### config.mk
export PLATFORM = sky130hd
export DESIGN_NAME = mdio_mgmt_master
export DESIGN_NICKNAME = d
export VERILOG_FILES = /design/src/rtl/mdio_mgmt_pkg.sv /design/src/rtl/mdio_mdc_gen.sv /design/src/rtl/mdio_frame_seq.sv /design/src/rtl/mdio_mgmt_master.sv
export SDC_FILE = /design/constraint.sdc
export NUM_CORES = 1
export LEC_CHECK = 0
export ABC_AREA = 0
export BUFFER_PORTS_ARGS = -buffer_cell sky130_fd_sc_hd__buf_2
export CAP_MARGIN = 0
export CORE_UTILIZATION = 55
export DETAILED_ROUTE_END_ITERATION = 7
export PLACE_DENSITY = 0.84
export SYNTH_ARGS = -nofsm -noshare
export SYNTH_HDL_FRONTEND = slang
export SYNTH_SLANG_ARGS = --single-unit
### constraint.sdc
create_clock -name clk -period 4.5 [get_ports clk]
set_input_delay 0.9 -clock clk [delete_from_list [all_inputs] [get_ports clk]]
set_output_delay 0.9 -clock clk [all_outputs]
set_load 0.02 [all_outputs]
### src/rtl/mdio_mgmt_pkg.sv
package mdio_mgmt_pkg;

  localparam int REG_W    = 32;
  localparam int WORD_W   = 16;
  localparam int BODY_W   = 32;        // start..data, without preamble
  localparam logic [1:0] OPC_READ = 2'd3;

  // system-clock cycles per MDC period for a rate code
  function automatic int unsigned mdc_divisor(input logic [3:0] code);
    case (code)
      4'd0:    return 42;
      4'd1:    return 62;
      4'd2:    return 16;
      4'd3:    return 26;
      4'd4:    return 102;
      default: return 124;
    endcase
  endfunction

  // frame body after the preamble: start, op, phy, reg/dev, turnaround, data
  function automatic logic [BODY_W-1:0] frame_body(
    input logic [1:0] st, input logic [1:0] op, input logic [4:0] pa,
    input logic [4:0] ra, input logic [WORD_W-1:0] dat);
    return {st, op, pa, ra, 2'b10, dat};
  endfunction

endpackage

### src/rtl/mdio_mdc_gen.sv
module mdio_mdc_gen
  import mdio_mgmt_pkg::*;
#(
  parameter int CNT_W = 7
) (
  input  logic       clk,
  input  logic       rst_n,
  input  logic       run,
  input  logic [3:0] clk_sel,
  output logic       mdc,
  output logic       fall_evt,
  output logic       rise_evt
);

  logic [CNT_W-1:0] cnt;
  logic [CNT_W-1:0] half_m1;
  logic             at_end;

  always_comb begin
    half_m1  = CNT_W'(mdc_divisor(clk_sel) / 2 - 1);
    at_end   = (cnt == half_m1);
    fall_evt = run && at_end && mdc;
    rise_evt = run && at_end && !mdc;
  end

  always_ff @(posedge clk) begin
    if (!rst_n || !run) begin
      cnt <= '0;
      mdc <= 1'b1;
    end else if (at_end) begin
      cnt <= '0;
      mdc <= ~mdc;
    end else begin
      cnt <= cnt + 1'b1;
    end
  end

  AST_PHASE_BOUND: assert property (@(posedge clk) disable iff (!rst_n)
    run |-> cnt <= half_m1);

endmodule

### src/rtl/mdio_frame_seq.sv
module mdio_frame_seq
  import mdio_mgmt_pkg::*;
#(
  parameter int PREAMBLE_BITS = 32
) (
  input  logic              clk,
  input  logic              rst_n,
  input  logic              start,
  input  logic [4:0]        phy_addr,
  input  logic [4:0]        reg_dev,
  input  logic              c45,
  input  logic              skip_addr,
  input  logic              rd_req,
  input  logic [REG_W-1:0]  data_in,
  input  logic              fall_evt,
  input  logic              rise_evt,
  input  logic              mdio_i,
  output logic              busy,
  output logic              done,
  output logic [WORD_W-1:0] rd_word,
  output logic              mdio_o,
  output logic              mdio_oe
);

  localparam int FRAME_BITS = PREAMBLE_BITS + BODY_W;
  localparam int BIT_W      = $clog2(FRAME_BITS);
  localparam int TA_POS     = PREAMBLE_BITS + 14;
  localparam int DATA_POS   = PREAMBLE_BITS + 16;
  localparam logic [BIT_W-1:0] LAST_BIT = BIT_W'(FRAME_BITS - 1);
  localparam logic [PREAMBLE_BITS-1:0] PRE = {PREAMBLE_BITS{1'b1}};

  logic [FRAME_BITS-1:0] frame_q;
  logic [BODY_W-1:0]     second_q;
  logic [BIT_W-1:0]      bitn;
  logic                  pend_q;
  logic                  cur_read;
  logic                  txn_read;
  logic [WORD_W-1:0]     shreg;
  logic [BODY_W-1:0]     body_c22, body_c45a, body_c45m;
  logic                  in_release;
  logic                  in_data;
  logic                  frame_end;

  always_comb begin
    body_c22  = frame_body(2'b01, rd_req ? 2'b10 : 2'b01, phy_addr, reg_dev,
                           data_in[WORD_W-1:0]);
    body_c45a = frame_body(2'b00, 2'b00, phy_addr, reg_dev,
                           data_in[REG_W-1:WORD_W]);
    body_c45m = frame_body(2'b00, rd_req ? 2'b11 : 2'b01, phy_addr, reg_dev,
                           data_in[WORD_W-1:0]);
    in_release = cur_read && (bitn >= BIT_W'(TA_POS));
    in_data    = cur_read && (bitn >= BIT_W'(DATA_POS));
    frame_end  = rise_evt && (bitn == LAST_BIT);
    done       = frame_end && !pend_q;
    rd_word    = {shreg[WORD_W-2:0], mdio_i};
  end

  always_ff @(posedge clk) begin
    if (!rst_n) begin
      frame_q  <= '0;
      second_q <= '0;
      bitn     <= '0;
      pend_q   <= 1'b0;
      cur_read <= 1'b0;
      txn_read <= 1'b0;
      shreg    <= '0;
      busy     <= 1'b0;
      mdio_o   <= 1'b1;
      mdio_oe  <= 1'b0;
    end else if (start && !busy) begin
      busy     <= 1'b1;
      bitn     <= '0;
      shreg    <= '0;
      txn_read <= rd_req;
      second_q <= body_c45m;
      if (c45 && !skip_addr) begin
        frame_q  <= {PRE, body_c45a};
        pend_q   <= 1'b1;
        cur_read <= 1'b0;
      end else begin
        frame_q  <= {PRE, c45 ? body_c45m : body_c22};
        pend_q   <= 1'b0;
        cur_read <= rd_req;
      end
    end else if (busy) begin
      if (fall_evt) begin
        mdio_o  <= frame_q[FRAME_BITS-1];
        frame_q <= {frame_q[FRAME_BITS-2:0], 1'b0};
        mdio_oe <= !in_release;
      end
      if (rise_evt) begin
        if (in_data) shreg <= rd_word;
        if (frame_end) begin
          bitn <= '0;
          if (pend_q) begin
            frame_q  <= {PRE, second_q};
            pend_q   <= 1'b0;
            cur_read <= txn_read;
          end else begin
            busy    <= 1'b0;
            mdio_oe <= 1'b0;
          end
        end else begin
          bitn <= bitn + 1'b1;
        end
      end
    end
  end

  AST_OE_WITHIN_TXN: assert property (@(posedge clk) disable iff (!rst_n)
    mdio_oe |-> busy);

  AST_NO_DRIVE_IN_DATA: assert property (@(posedge clk) disable iff (!rst_n)
    (busy && in_data && bitn > BIT_W'(DATA_POS)) |-> !mdio_oe);

endmodule

### src/rtl/mdio_mgmt_master.sv
module mdio_mgmt_master
  import mdio_mgmt_pkg::*;
#(
  parameter int PREAMBLE_BITS = 32,
  parameter int DIV_CNT_W     = 7
) (
  input  logic             clk,
  input  logic             rst_n,
  input  logic             wr_en,
  input  logic             wr_addr,
  input  logic [REG_W-1:0] wr_data,
  input  logic             rd_addr,
  output logic [REG_W-1:0] rd_data,
  output logic             mdc,
  output logic             mdio_o,
  output logic             mdio_oe,
  input  logic             mdio_i
);

  logic [REG_W-1:1]  cmd_q;
  logic [REG_W-1:0]  data_q;
  logic              busy;
  logic              done;
  logic              start;
  logic              cmd_wr;
  logic              data_wr;
  logic              fall_evt;
  logic              rise_evt;
  logic [WORD_W-1:0] rd_word;
  logic              cmd_is_read;

  always_comb begin
    cmd_wr      = wr_en && !wr_addr && !busy;
    data_wr     = wr_en &&  wr_addr && !busy;
    start       = cmd_wr && wr_data[0];
    cmd_is_read = (cmd_q[3:2] == OPC_READ);
    rd_data     = rd_addr ? data_q : {cmd_q, busy};
  end

  always_ff @(posedge clk) begin
    if (!rst_n) begin
      cmd_q  <= '0;
      data_q <= '0;
    end else begin
      if (cmd_wr)  cmd_q  <= wr_data[REG_W-1:1];
      if (data_wr) data_q <= wr_data;
      if (done && cmd_is_read) data_q[WORD_W-1:0] <= rd_word;
    end
  end

  mdio_mdc_gen #(.CNT_W(DIV_CNT_W)) u_mdc (
    .clk(clk), .rst_n(rst_n), .run(busy), .clk_sel(cmd_q[11:8]),
    .mdc(mdc), .fall_evt(fall_evt), .rise_evt(rise_evt)
  );

  mdio_frame_seq #(.PREAMBLE_BITS(PREAMBLE_BITS)) u_seq (
    .clk(clk), .rst_n(rst_n), .start(start),
    .phy_addr(wr_data[25:21]), .reg_dev(wr_data[20:16]),
    .c45(wr_data[1]), .skip_addr(wr_data[4]),
    .rd_req(wr_data[3:2] == OPC_READ), .data_in(data_q),
    .fall_evt(fall_evt), .rise_evt(rise_evt), .mdio_i(mdio_i),
    .busy(busy), .done(done), .rd_word(rd_word),
    .mdio_o(mdio_o), .mdio_oe(mdio_oe)
  );

  AST_IDLE_BUS: assert property (@(posedge clk) disable iff (!rst_n)
    !busy |-> (mdc && !mdio_oe));

  AST_DRIVE_ON_FALL: assert property (@(posedge clk) disable iff (!rst_n)
    !$stable(mdio_o) |-> $fell(mdc));

  AST_CMD_LOCKED: assert property (@(posedge clk) disable iff (!rst_n)
    (busy && wr_en) |=> $stable(cmd_q));

  AST_DATA_LOCKED: assert property (@(posedge clk) disable iff (!rst_n)
    (busy && wr_en && wr_addr && !done) |=> $stable(data_q));

  AST_UPPER_KEPT: assert property (@(posedge clk) disable iff (!rst_n)
    busy |=> $stable(data_q[REG_W-1:WORD_W]));

endmodule

After elaboration in Yosys (flattened, before gate mapping) --
Cells that the tools add are included.
Word-level totals: bits in writable memories 0, flip-flop bits (word level) 191, bits of input ports 38, memory bits (read-only) 0, output and inout bits 35, bits in latches 0, memories kept 0
Operators by class: bitwise operators 3, reduce and logical (&&, ||, !) cells 37, shifts and indexed selects 0, equality and inequality tests 8, div/mod/pow operators 0, add/subtract/negate cells 3, multipliers 0, order comparisons 2, mux-type cells 35
Operator list (count):
- 2-to-1 mux 64 bit | 6
- 2-to-1 mux 31 bit | 2
- one-hot mux 7 bit (5 select lines) | 1
- 2-to-1 mux 16 bit | 2
- 2-to-1 mux 32 bit | 1
- 2-to-1 mux 1 bit | 20
- logical AND 1 bit | 15
- greater-or-equal comparator 6 bit, second input constant | 2
- nonzero test 2 bit | 5
- AND reduction 3 bit | 3
- == test 4 x 2 -> 1 bit, second input constant | 2
- adder 7 x 1 -> 7 bit, second input constant | 1
- == test 7 bit | 1
- logical NOT 1 bit | 7
- subtractor 6 x 1 -> 7 bit, second input constant | 1
- adder 6 x 1 -> 6 bit, second input constant | 1
- == test 6 bit, second input constant | 1
- 2-to-1 mux 6 bit | 1
- == test 2 bit, second input constant | 2
- == test 4 x 1 -> 1 bit, second input constant | 1
- == test 4 x 3 -> 1 bit, second input constant | 1
- logical NOT 4 bit | 1
- 2-to-1 mux 2 bit | 2
- AND reduction 2 bit | 2
- other kinds (4) | 7

Longest topological paths before layout --
Gate-level depths: netlist (run 1).
depth in word-level cells 12, depth in mapped cells 12, mapped depth without buffers 9

By module --
A second synthesis (run 1) with hierarchy kept.
Unflattened totals: cell total of the unflattened synthesis 1002, area total of the unflattened synthesis 8648.3 um^2
Modules (own cells, without submodules):
- mdio_frame_seq | times used 1, cells an instance 607, sequential area each 2362.3 um^2, area each 5275.1 um^2
- mdio_mgmt_master | times used 1, cells an instance 335, sequential area each 1261.2 um^2, area each 2836.5 um^2
- mdio_mdc_gen | times used 1, cells an instance 60, sequential area each 160.2 um^2, area each 536.8 um^2

Least setup slack after synthesis (run 1) --
Ideal clock, no wire load.
path type in2out, start point in rd_addr, end point out rd_data[10], stages 3, path buffers 2, slack 1.692 ns, arrival time 1.908 ns, cells stage by stage clkbuf_1 buf_1 mux2_2
On the way: longest elaborated chain between the ends 1
RTL lines:
- start: declaration | line mdio_mgmt_master.sv:12 | input logic rd_addr,
- 2-to-1 mux 32 bit | line mdio_mgmt_master.sv:37 | rd_data = rd_addr ? data_q : {cmd_q, busy};
- end: declaration | line mdio_mgmt_master.sv:13 | output logic [REG_W-1:0] rd_data,
No other way between the ends.

Final worst setup path (run 1) --
start point reg cmd_q[10] (netlist bit), end point reg u_seq.frame_q[39]
On the way: longest elaborated chain between the ends 12, elaborated cells between the ends (all ways) 18, classes of those cells 1 x add/sub; 5 x eq/ne; 7 x mux; 5 x reduce/logical
RTL lines:
- start: declaration | line mdio_mgmt_master.sv:20 | logic [REG_W-1:1] cmd_q;
- start signal: assignment | line mdio_mgmt_master.sv:45 | if (cmd_wr) cmd_q <= wr_data[REG_W-1:1];
- == test 4 x 3 -> 1 bit (tied with other cells) | line mdio_mgmt_pkg.sv:10 | case (code)
- one-hot mux 7 bit (5 select lines) (*) | line mdio_mgmt_pkg.sv:10
- subtractor 6 x 1 -> 7 bit (*) | line mdio_mdc_gen.sv:20 | half_m1 = CNT_W'(mdc_divisor(clk_sel) / 2 - 1);
- == test 7 bit (*) | line mdio_mdc_gen.sv:21 | at_end = (cnt == half_m1);
- logical AND 1 bit (*) | line mdio_mdc_gen.sv:22, mdio_mdc_gen.sv:23
- logical AND 1 bit | line mdio_mdc_gen.sv:22 | fall_evt = run && at_end && mdc;
- 2-to-1 mux 64 bit | line mdio_frame_seq.sv:86 | if (fall_evt) begin
- 2-to-1 mux 64 bit | line mdio_frame_seq.sv:95 | if (pend_q) begin
- 2-to-1 mux 64 bit | line mdio_frame_seq.sv:93 | if (frame_end) begin
- 2-to-1 mux 64 bit (*) | line mdio_frame_seq.sv:91 | if (rise_evt) begin
- 2-to-1 mux 64 bit (*) | line mdio_frame_seq.sv:85 | end else if (busy) begin
- 2-to-1 mux 64 bit (*) | line mdio_frame_seq.sv:70 | end else if (start && !busy) begin
- end signal: assignment | line mdio_frame_seq.sv:77 | frame_q <= {PRE, body_c45a};
- end signal: assignment | line mdio_frame_seq.sv:88 | frame_q <= {frame_q[FRAME_BITS-2:0], 1'b0};
- end signal: assignment | line mdio_frame_seq.sv:96 | frame_q <= {PRE, second_q};
- end: declaration | line mdio_frame_seq.sv:32 | logic [FRAME_BITS-1:0] frame_q;
Every way passes the cells marked *; elsewhere a longest branch is shown, timed or not. The select of a mux whose other input is x is not followed. A chain may end at the register's enable or synchronous reset.

==> results of run 1 <==
==> final timing paths <==
kind / start / to / slack [ps] / depth (start not counted)
worst max register to register: cmd_q[10] / u_seq.frame_q[39] / 740 / 10
worst max-delay path: cmd_q[10] / u_seq.frame_q[39] / 740 / 10
worst min-delay path: cmd_q[17] / cmd_q[17] / 450 / 2
worst min register to register: cmd_q[17] / cmd_q[17] / 450 / 2
==> layout make-up <==
cell class                 count  area, um^2
clock inverter                13       138.9
clock buffer                  18       429.2
multi-input combinational    712        4399
timing repair buffer          90       495.5
fill                        1259        5687
tap                          188       235.2
sequential                   189        3784
inverter                       9       33.78
==> stage by stage <==
stage                     hold slack, ps  total power, mW
final                              453.3            3.637
after global routing               469.4            3.764
after CTS                          454.4            3.651
after detailed placement           445.0            2.197
after global placement             439.3            2.185
after floorplan                    433.4            2.086
==> registers in the layout (all words and copies together), names as in the netlist <==
| name | flops |
|---|---|
| u_seq.frame_q | 64 |
| data_q | 32 |
| cmd_q | 31 |
| u_seq.second_q | 27 |
| u_seq.shreg | 15 |
| u_mdc.cnt | 7 |
| u_seq.bitn | 6 |
| u_mdc.mdc | 1 |
| u_seq.busy | 1 |
| u_seq.cur_read | 1 |
| u_seq.mdio_o | 1 |
| u_seq.mdio_oe | 1 |
| u_seq.pend_q | 1 |
| u_seq.txn_read | 1 |
==> cells in the final DEF, fill, tap and decap left out, drive strengths merged, types with 3 or more instances in the layout <==
master,instances
nand2,215
dfxtp,189
a21oi,107
buf,90
nor2,55
mux2i,46
o221a,32
nand4,31
mux2,30
o31ai,22
a211oi,20
a31oi,19
nor3,18
clkbuf,18
o21ai,16
o221ai,14
inv,13
o311ai,12
nand3,12
xnor2,9
clkinv,6
xor2,5
and2,5
and3,4
nor2b,4
o211ai,3
nand2b,3
or3,3
o22ai,3
ha,3
==> worst max-delay path, cell delays in order, from the launching register on <==
cell       delay, ps
dfxtp_1          410
nor2_1           270
a21boi_0         220
ha_1             210
nand4bb_1        130
a21oi_2          210
xor2_1           160
buf_4            230
nand3_2          410
o21ai_2         1080
o221a_2          350
==> power breakdown <==
group,internal (mW),switching [mW]
combinational,0.143,0.233
sequential,1.74,0.0527
clock,0.820,0.649
total,2.70,0.935
==> kinds of logic after synthesis <==
| kind of cell | count (synthesis) |
|---|---|
| buf+inv | 98 |
| compound gates | 256 |
| mux | 76 |
| flops | 189 |
| simple gates | 363 |
| xor+xnor | 14 |
| fa+ha+maj | 3 |
==> per-layer routing <==
layer,wire length [um],track usage [%],vias up
met3,1147,5.314,37
met4,487,10.92,0
met5,0,0,-
li1,-,-,3647
met1,9411,34.41,3569
met2,10220,44.34,260
==> results.yml, run 1 <==
power:
  p_leak_nw: 3.563
  ir_drop_uv: 415.0
  p_per_area_mw_per_mm2: 382.3
clock_tree:
  cts_sinks: 189
  cts-resized-gates: 0
  cts_buffer_depth: 2
  clk_latency_ps: 430
  clock_tree.root_cell: "clkbuf_16"
  clk_pin_slew_ps: 70
  tritoncts: "yes"
  htreeDepth: 4
  postCtsSetupBuffers: 0
  cts_buffers: 17
  cts_hold_buf: 0
synthesis:
  yosysWarningCount: 0
  yosys.area.top_type: "dfxtp_1"
  syn_inst: 999
  syn_nets: 1040
  synth_top_family_by_area: "compound AO/OA/AOI/OAI gates"
  synth_top_area_share_pct: 44.09
  post-synth-top-count-cell: "nand2_1"
  ys_seq_elements: 189
  synth-simple-area-share_pct: 19.13
  muxShareOfSynthArea_pct: 9.303
  async_reset_ff_share_pct: 0
  yosysSeqAreaShare_pct: 44.09
  synth-xor-area-share_pct: 1.429
  yosys.area_share.adder_pct: 0.4374
  synth_compound_area_share_pct: 20.76
  synthDistinctLibCells: 60
  synth_edf_count: 0
  synth_common_cells: "214 x nand2_1, 189 x dfxtp_1, 106 x a21oi_1"
  synth-main-ff-cell: "dfxtp_1"
  syn-cell-area_mm2: 0.008581
  synthTopCellsByArea: "dfxtp_1 44%, nand2_1 9.4%, a21oi_1 6.2%"
  synth.avg_cell_area_um2: 8.589
timing:
  tns_ps: 0
  fmax_mhz: 265.9
  relSlewSlack_pct: 21.42
  finalSetupViolCount: 0
  finalHoldViolations: 0
  setup_ws_ps: 739.7
  fin_crit_ps: 3760
  drv_slew: 0
  fin_worst_skew_ps: 17.68
  worstMarginPinSlew_ps: 1179
  grt_setup_unrepaired: "no"
  fin_crit_sh_pct: 83.56
layout:
  fin_util_pct: 62.59
  nets: 1060
  fin_area_mm2: 0.009515
  antennaDiodeCount: 0
  final_cells: 1219
  syn2layout_area_growth_pct: 10.89
  drive_above_1_share_pct: 19.11
place:
  preCtsSetupSlack_ps: 799.0
  routabilityCongestion: 0.8798
  io_buffers: 72
  dp_hpwl_um: 13580
  place_area_mm2: 0.008947
  placedCellCount: 1188
floorplanning:
  core_area_mm2: 0.01520
  die_h_um: 126.9
  dieArea_mm2: 0.01610
  start_util_pct: 56.44
  io_pins: 73
  die_w_um: 126.9
  rows: 45
global_routing:
  gr-usage-all-layers_pct: 26.85
  grt_max_degree: 97
  globalRouteOverflowTotal: 0
  grt_pass1_wl_um: 34660
  grt_pass1_vias: 6974
  grt_antenna_before_repair: 0
routing:
  dr.pass1.iters: 5
  viasPerCell: 6.163
  drt_iter0_drc: 662
  ant_nets: 0
  routed_wl_um: 21270
  post_drt_wl_per_cell_um: 17.45
  drc: 0
  route.vias.total: 7513
hold_path:
  min_path_type: "reg -> reg"
setup_path:
  cp_max_fo: 32
  crit_type: "reg -> reg"
  end_kind: "flip-flop"
  arrival_ps: 4140
  required_ps: 4880
  crit_path_start_kind: "flip-flop"
run_status:
  status: "completed"
run:
  cap_viol_max_count: 0
Note: power is estimated with default switching activity, not from simulation.
==> inputs of run 2 (changes only) <==
Settings changed: CORE_UTILIZATION 55 to 54, PLACE_DENSITY 0.84 to 0.86.
Clock period 4.5 ns to 3.3 ns, I/O delays scaled along.
==> run 2 against run 1 <==
Against the previous run:
- combinational power is 38% higher
- clock-buffer cell count stayed put
- core utilization is 0.16 points lower
- total power is 37% higher
- critical path depth is 1 lower
- register-to-register slack worse by 410 ps
- die area is 1.8% higher
- clock power is 37% higher
- setup slack worse by 410 ps
- largest cell class unchanged
- largest power group unchanged
==> results.yml, run 2 (synthesis gave the netlist of run 1 again) <==
setup_path:
  required_ps: 3580
  crit_path_start_kind: "flip-flop"
  end_kind: "flip-flop"
  cp.depth: 9
  r2r_slack_ps: 330
  reg2reg_depth: 9
  r2r_end: "data_q[9]"
  r2r-start: "cmd_q[11]"
  cpPeakStageDelay_ps: 560
  cp_max_fo: 16
  crit_type: "reg -> reg"
  crit_family: "simple AND/OR/NAND/NOR gates"
  cp_slowest_cell: "and2_1"
  crit_chain: "nor2_1, a21boi_0, ha_1, xor2_1, a2111oi_4, a31o_4, and4_1, and2_1, o31ai_1"
  arrival_ps: 3250
  path_buf_inv: 0
layout:
  drive_above_1_share_pct: 19.69
  layout_common_cells: "214 x nand2_1, 189 x dfxtp_1, 105 x a21oi_1"
  top_regs: "u_seq.frame_q x64, data_q x32, cmd_q x31"
  largest_register_ffs: 64
  syn2layout_area_growth_pct: 11.84
  antennaDiodeCount: 0
  final_common_cell: "nand2_1"
  nets: 1066
  regMostFlops: "u_seq.frame_q"
clock_tree:
  htreeDepth: 4
  cts_buffer_depth: 2
  clk_pin_slew_ps: 80
  clock_tree.root_cell: "clkbuf_16"
  tritoncts: "yes"
  cts_hold_buf: 0
  cts_sinks: 189
  cts_buffers: 17
  clk_latency_ps: 440
global_routing:
  globalRouteOverflowTotal: 0
  gr-usage-all-layers_pct: 27.90
  grt_max_degree: 97
  grt_pass1_wl_um: 36290
  grt_pass1_vias: 7304
  grt_antenna_before_repair: 0
power:
  power.internal_mw: 3.646
  seq_power_share_pct: 49.0
  power_mw: 4.986
  swShare_pct: 26.88
  power_frac_clock_pct: 40.6
  p_leak_nw: 3.592
  switchingPower_mw: 1.340
  combPwrFrac_pct: 10.4
  p_per_area_mw_per_mm2: 519.5
  ir_drop_uv: 429.4
floorplanning:
  dieArea_mm2: 0.01640
  rows: 45
  die_h_um: 128.1
  die_w_um: 128.1
  core_area_mm2: 0.01537
  io_pins: 73
  start_util_pct: 55.82
routing:
  post_drt_wl_per_cell_um: 17.75
  drc: 0
  drt_iter0_drc: 807
  routed_wl_um: 22140
  route.vias.total: 7710
  dr.pass1.iters: 6
  ant_nets: 0
  viasPerCell: 6.183
hold_path:
  min_path_type: "reg -> reg"
  min_path_cells: 2
  hp-start: "cmd_q[16]"
  worstHoldEndpoint: "cmd_q[16]"
place:
  io_buffers: 72
  routabilityCongestion: 0.8991
  dp_hpwl_um: 14090
timing:
  drv_slew: 0
  relSlewSlack_pct: 17.28
  fin_crit_sh_pct: 90.00
  worstMarginPinSlew_ps: 1236
  fin_worst_skew_ps: 11.96
  fin_crit_ps: 2970
  grt_setup_unrepaired: "no"
  tns_ps: 0
  finalHoldViolations: 0
  fmax_mhz: 336.7
  whs_ps: 453.3
  finalSetupViolCount: 0
run:
  cap_viol_max_count: 0
run_status:
  status: "completed"
## run 2: metal layers
layer / track usage (%) / wire length [um] / vias to the layer above
met4: 12.39 / 759 / 0
met1: 35.13 / 9118 / 3641
li1: - / - / 3646
met3: 5.509 / 1639 / 55
met5: 0 / 0 / -
met2: 46.32 / 10620 / 368
## run 2: power groups by stage
stage          clock, mW  sequential [mW]  combinational [mW]
6_report            2.02             2.45               0.518
5_1_grt             2.13             2.45               0.565
4_1_cts             2.03             2.44               0.512
3_5_place_dp           0             2.49               0.509
3_3_place_gp           0             2.49               0.492
2_1_floorplan          0             2.46               0.380
## run 2: worst max path at each step
stage	startpoint	end
after floorplan	cmd_q[10]	data_q[10]
after global placement	cmd_q[10]	data_q[15]
after detailed placement	cmd_q[11]	u_seq.frame_q[1]
after CTS	cmd_q[10]	u_seq.frame_q[3]
after global routing	cmd_q[10]	data_q[14]
final	cmd_q[11]	data_q[9]
## run 2: repair_timing
action | 4_1_cts | 5_1_grt
endpoints found under the setup margin | 0 | 3
setup buffers | 0 | 0
resized for setup | 0 | 1
## run 2: layout make-up
type | instances | area (um^2)
fill | 1246 | 5774
sequential | 189 | 3784
multi-input combinational | 712 | 4403
timing repair buffer | 96 | 540.5
inverter | 9 | 33.78
clock buffer | 18 | 439.2
tap | 211 | 264.0
clock inverter | 12 | 132.6
## run 2: worst reg2reg max path, delay by kind of cell, from the launching register on
| family | cells | cell delay, ps |
|---|---|---|
| compound gates | 4 | 870 |
| xor+xnor | 1 | 200 |
| fa+ha+maj | 1 | 250 |
| flops | 1 | 520 |
| simple gates | 3 | 970 |
## run 2: stage by stage
stage               instance area [um^2]  instances  util (%)  worst slack (ps)
CTS                                 9593       1247     62.41             364.0
finish                              9597       1247     62.43             330.0
global route                        9597       1247     62.43             57.55
detailed placement                  9021       1217     58.69             383.7
global placement                    9021       1217     58.69             534.0
floorplan                           8581        999         -             654.9
==> inputs of run 3 (changes only) <==
Settings changed: GPL_TIMING_DRIVEN from default to 0.
==> run 3 against run 2 <==
Against the previous run:
- sequential power is essentially flat
- critical endpoint is now data_q[6]
- fmax shrank 3.1%
- sequential cell count is the same
- design area grew 2.0%
- clock skew is essentially flat
- core utilization grew 1.2 points
- critical path type unchanged
- via count grew 4.7%
- largest power group unchanged
- clock-buffer cell count grew 1
- die area is the same
- highest routed layer unchanged
- global-route usage grew 2.2 points
- critical path depth grew 3
==> results.yml, run 3 (synthesis gave the netlist of run 1 again) <==
global_routing:
  grt_antenna_before_repair: 0
  globalRouteOverflowTotal: 0
  grt_pass1_vias: 7689
  gr-usage-all-layers_pct: 30.08
  grt_max_degree: 18
  grt_pass1_wl_um: 38180
power:
  switchingPower_mw: 1.376
  p_per_area_mw_per_mm2: 506.6
  power_frac_clock_pct: 39.4
  power.internal_mw: 3.581
  swShare_pct: 27.75
  combPwrFrac_pct: 11.4
  power_mw: 4.957
  seq_power_share_pct: 49.2
  p_leak_nw: 3.625
  ir_drop_uv: 381.1
layout:
  fin_util_pct: 63.66
  layout_common_cells: "214 x nand2_1, 189 x dfxtp_1, 106 x a21oi_1"
  top_regs: "u_seq.frame_q x64, data_q x32, cmd_q x31"
  syn2layout_area_growth_pct: 14.04
  fin_area_mm2: 0.009786
  final_common_cell: "nand2_1"
  antennaDiodeCount: 0
  nets: 1132
  largest_register_ffs: 64
  drive_above_1_share_pct: 17.75
  regMostFlops: "u_seq.frame_q"
  final_cells: 1315
place:
  dp_hpwl_um: 17160
  io_buffers: 71
  routabilityCongestion: 1.001
  place_area_mm2: 0.009200
  placedCellCount: 1281
timing:
  fin_crit_sh_pct: 92.88
  relSlewSlack_pct: 44.14
  finalHoldViolations: 0
  fin_crit_ps: 3065
  tns_ps: 0
  worstMarginPinSlew_ps: 837.9
  drv_slew: 0
  grt_setup_unrepaired: "no"
  fmax_mhz: 326.2
  finalSetupViolCount: 0
  fin_worst_skew_ps: 11.80
floorplanning:
  dieArea_mm2: 0.01640
  start_util_pct: 55.82
  die_w_um: 128.1
  io_pins: 73
  die_h_um: 128.1
  core_area_mm2: 0.01537
  rows: 45
clock_tree:
  cts_buffer_depth: 2
  tritoncts: "yes"
  cts_sinks: 189
  htreeDepth: 4
  clock_tree.root_cell: "clkbuf_16"
  cts_hold_buf: 0
  cts_buffers: 17
  clk_latency_ps: 440
  clk_pin_slew_ps: 70
setup_path:
  end_kind: "flip-flop"
  r2r_end: "data_q[6]"
  required_ps: 3610
  r2r-start: "cmd_q[10]"
  crit_path_start_kind: "flip-flop"
  r2r_slack_ps: 230
  crit_type: "reg -> reg"
  reg2reg_depth: 12
  arrival_ps: 3370
  cp_max_fo: 10
routing:
  drt_iter0_drc: 780
  route.vias.total: 8076
  routed_wl_um: 24150
  dr.pass1.iters: 7
  ant_nets: 0
  viasPerCell: 6.141
  drc: 0
  post_drt_wl_per_cell_um: 18.36
run_status:
  status: "completed"
hold_path:
  min_path_cells: 2
  worstHoldEndpoint: "u_seq.second_q[12]"
  min_path_type: "reg -> reg"
  hp-start: "u_seq.second_q[12]"
run:
  cap_viol_max_count: 0
-- run 3: changes by cell type in the layout (fill, tap and decap cells not counted), sizes merged --
cell      previous run  this run
buf                 96        94
clkinvlp             1         3
bufinv               1         0
clkbuf              18        87
-- run 3: critical path: stages, from the launching register on --
cell	delay [ps]
dfxtp_1	300
buf_4	160
nor2_1	250
a21boi_0	250
ha_1	230
nand4bb_1	130
a21oi_2	310
xor2_4	300
and4_1	340
and2_1	150
buf_2	190
buf_4	220
o31ai_1	100
-- run 3: power groups by stage --
| stage | clock, mW | sequential (mW) | combinational (mW) |
|---|---|---|---|
| 2_1_floorplan | 0 | 2.46 | 0.380 |
| 3_3_place_gp | 0 | 2.49 | 0.523 |
| 3_5_place_dp | 0 | 2.49 | 0.538 |
| 4_1_cts | 1.95 | 2.44 | 0.543 |
| 5_1_grt | 2.06 | 2.45 | 0.609 |
| 6_report | 1.95 | 2.44 | 0.565 |
-- run 3: how the worst max path moves through the flow --
| stage | cells after the start | to | startpoint | slack (ps) |
|---|---|---|---|---|
| after detailed placement | 11 | data_q[13] | cmd_q[10] | 70 |
| final | 12 | data_q[6] | cmd_q[10] | 230 |
| after CTS | 11 | data_q[13] | cmd_q[10] | 40 |
| after floorplan | 12 | data_q[10] | cmd_q[10] | 650 |
| after global routing | 11 | u_seq.frame_q[5] | cmd_q[10] | 1 |
| after global placement | 11 | u_seq.frame_q[10] | cmd_q[10] | 150 |
-- run 3: timing repair --
item / in CTS / in global routing
buffers inserted: 0 / 2
setup endpoints to repair: 0 / 88
gates resized for setup: 0 / 6
-- run 3: per-layer routing --
layer / track usage [%] / routed length (um) / part of all wire, % / vias to the layer above
met3: 6.386 / 1938 / 8.0 / 83
met1: 37.25 / 9841 / 41 / 3809
met5: 0 / 0 / 0 / -
li1: - / - / - / 3767
met2: 48.11 / 11240 / 47 / 417
met4: 18.27 / 1127 / 4.7 / 0
-- run 3: area by class of cell --
class | count | area (um^2)
fill | 1253 | 5585
multi-input combinational | 712 | 4400
sequential | 189 | 3784
clock buffer | 19 | 442.9
buffer | 89 | 384.1
timing repair buffer | 73 | 370.4
tap | 211 | 264.0
clock inverter | 13 | 106.4
inverter | 9 | 33.78
-- run 3: stage by stage --
| stage | setup slack [ps] | hold WS (ps) |
|---|---|---|
| 2_1_floorplan | 654.9 | 433.4 |
| 3_5_place_dp | 69.06 | 445.7 |
| 3_3_place_gp | 148.2 | 439.5 |
| 6_report | 234.8 | 453.6 |
| 4_1_cts | 38.89 | 455.0 |
| 5_1_grt | 1.301 | 456.6 |
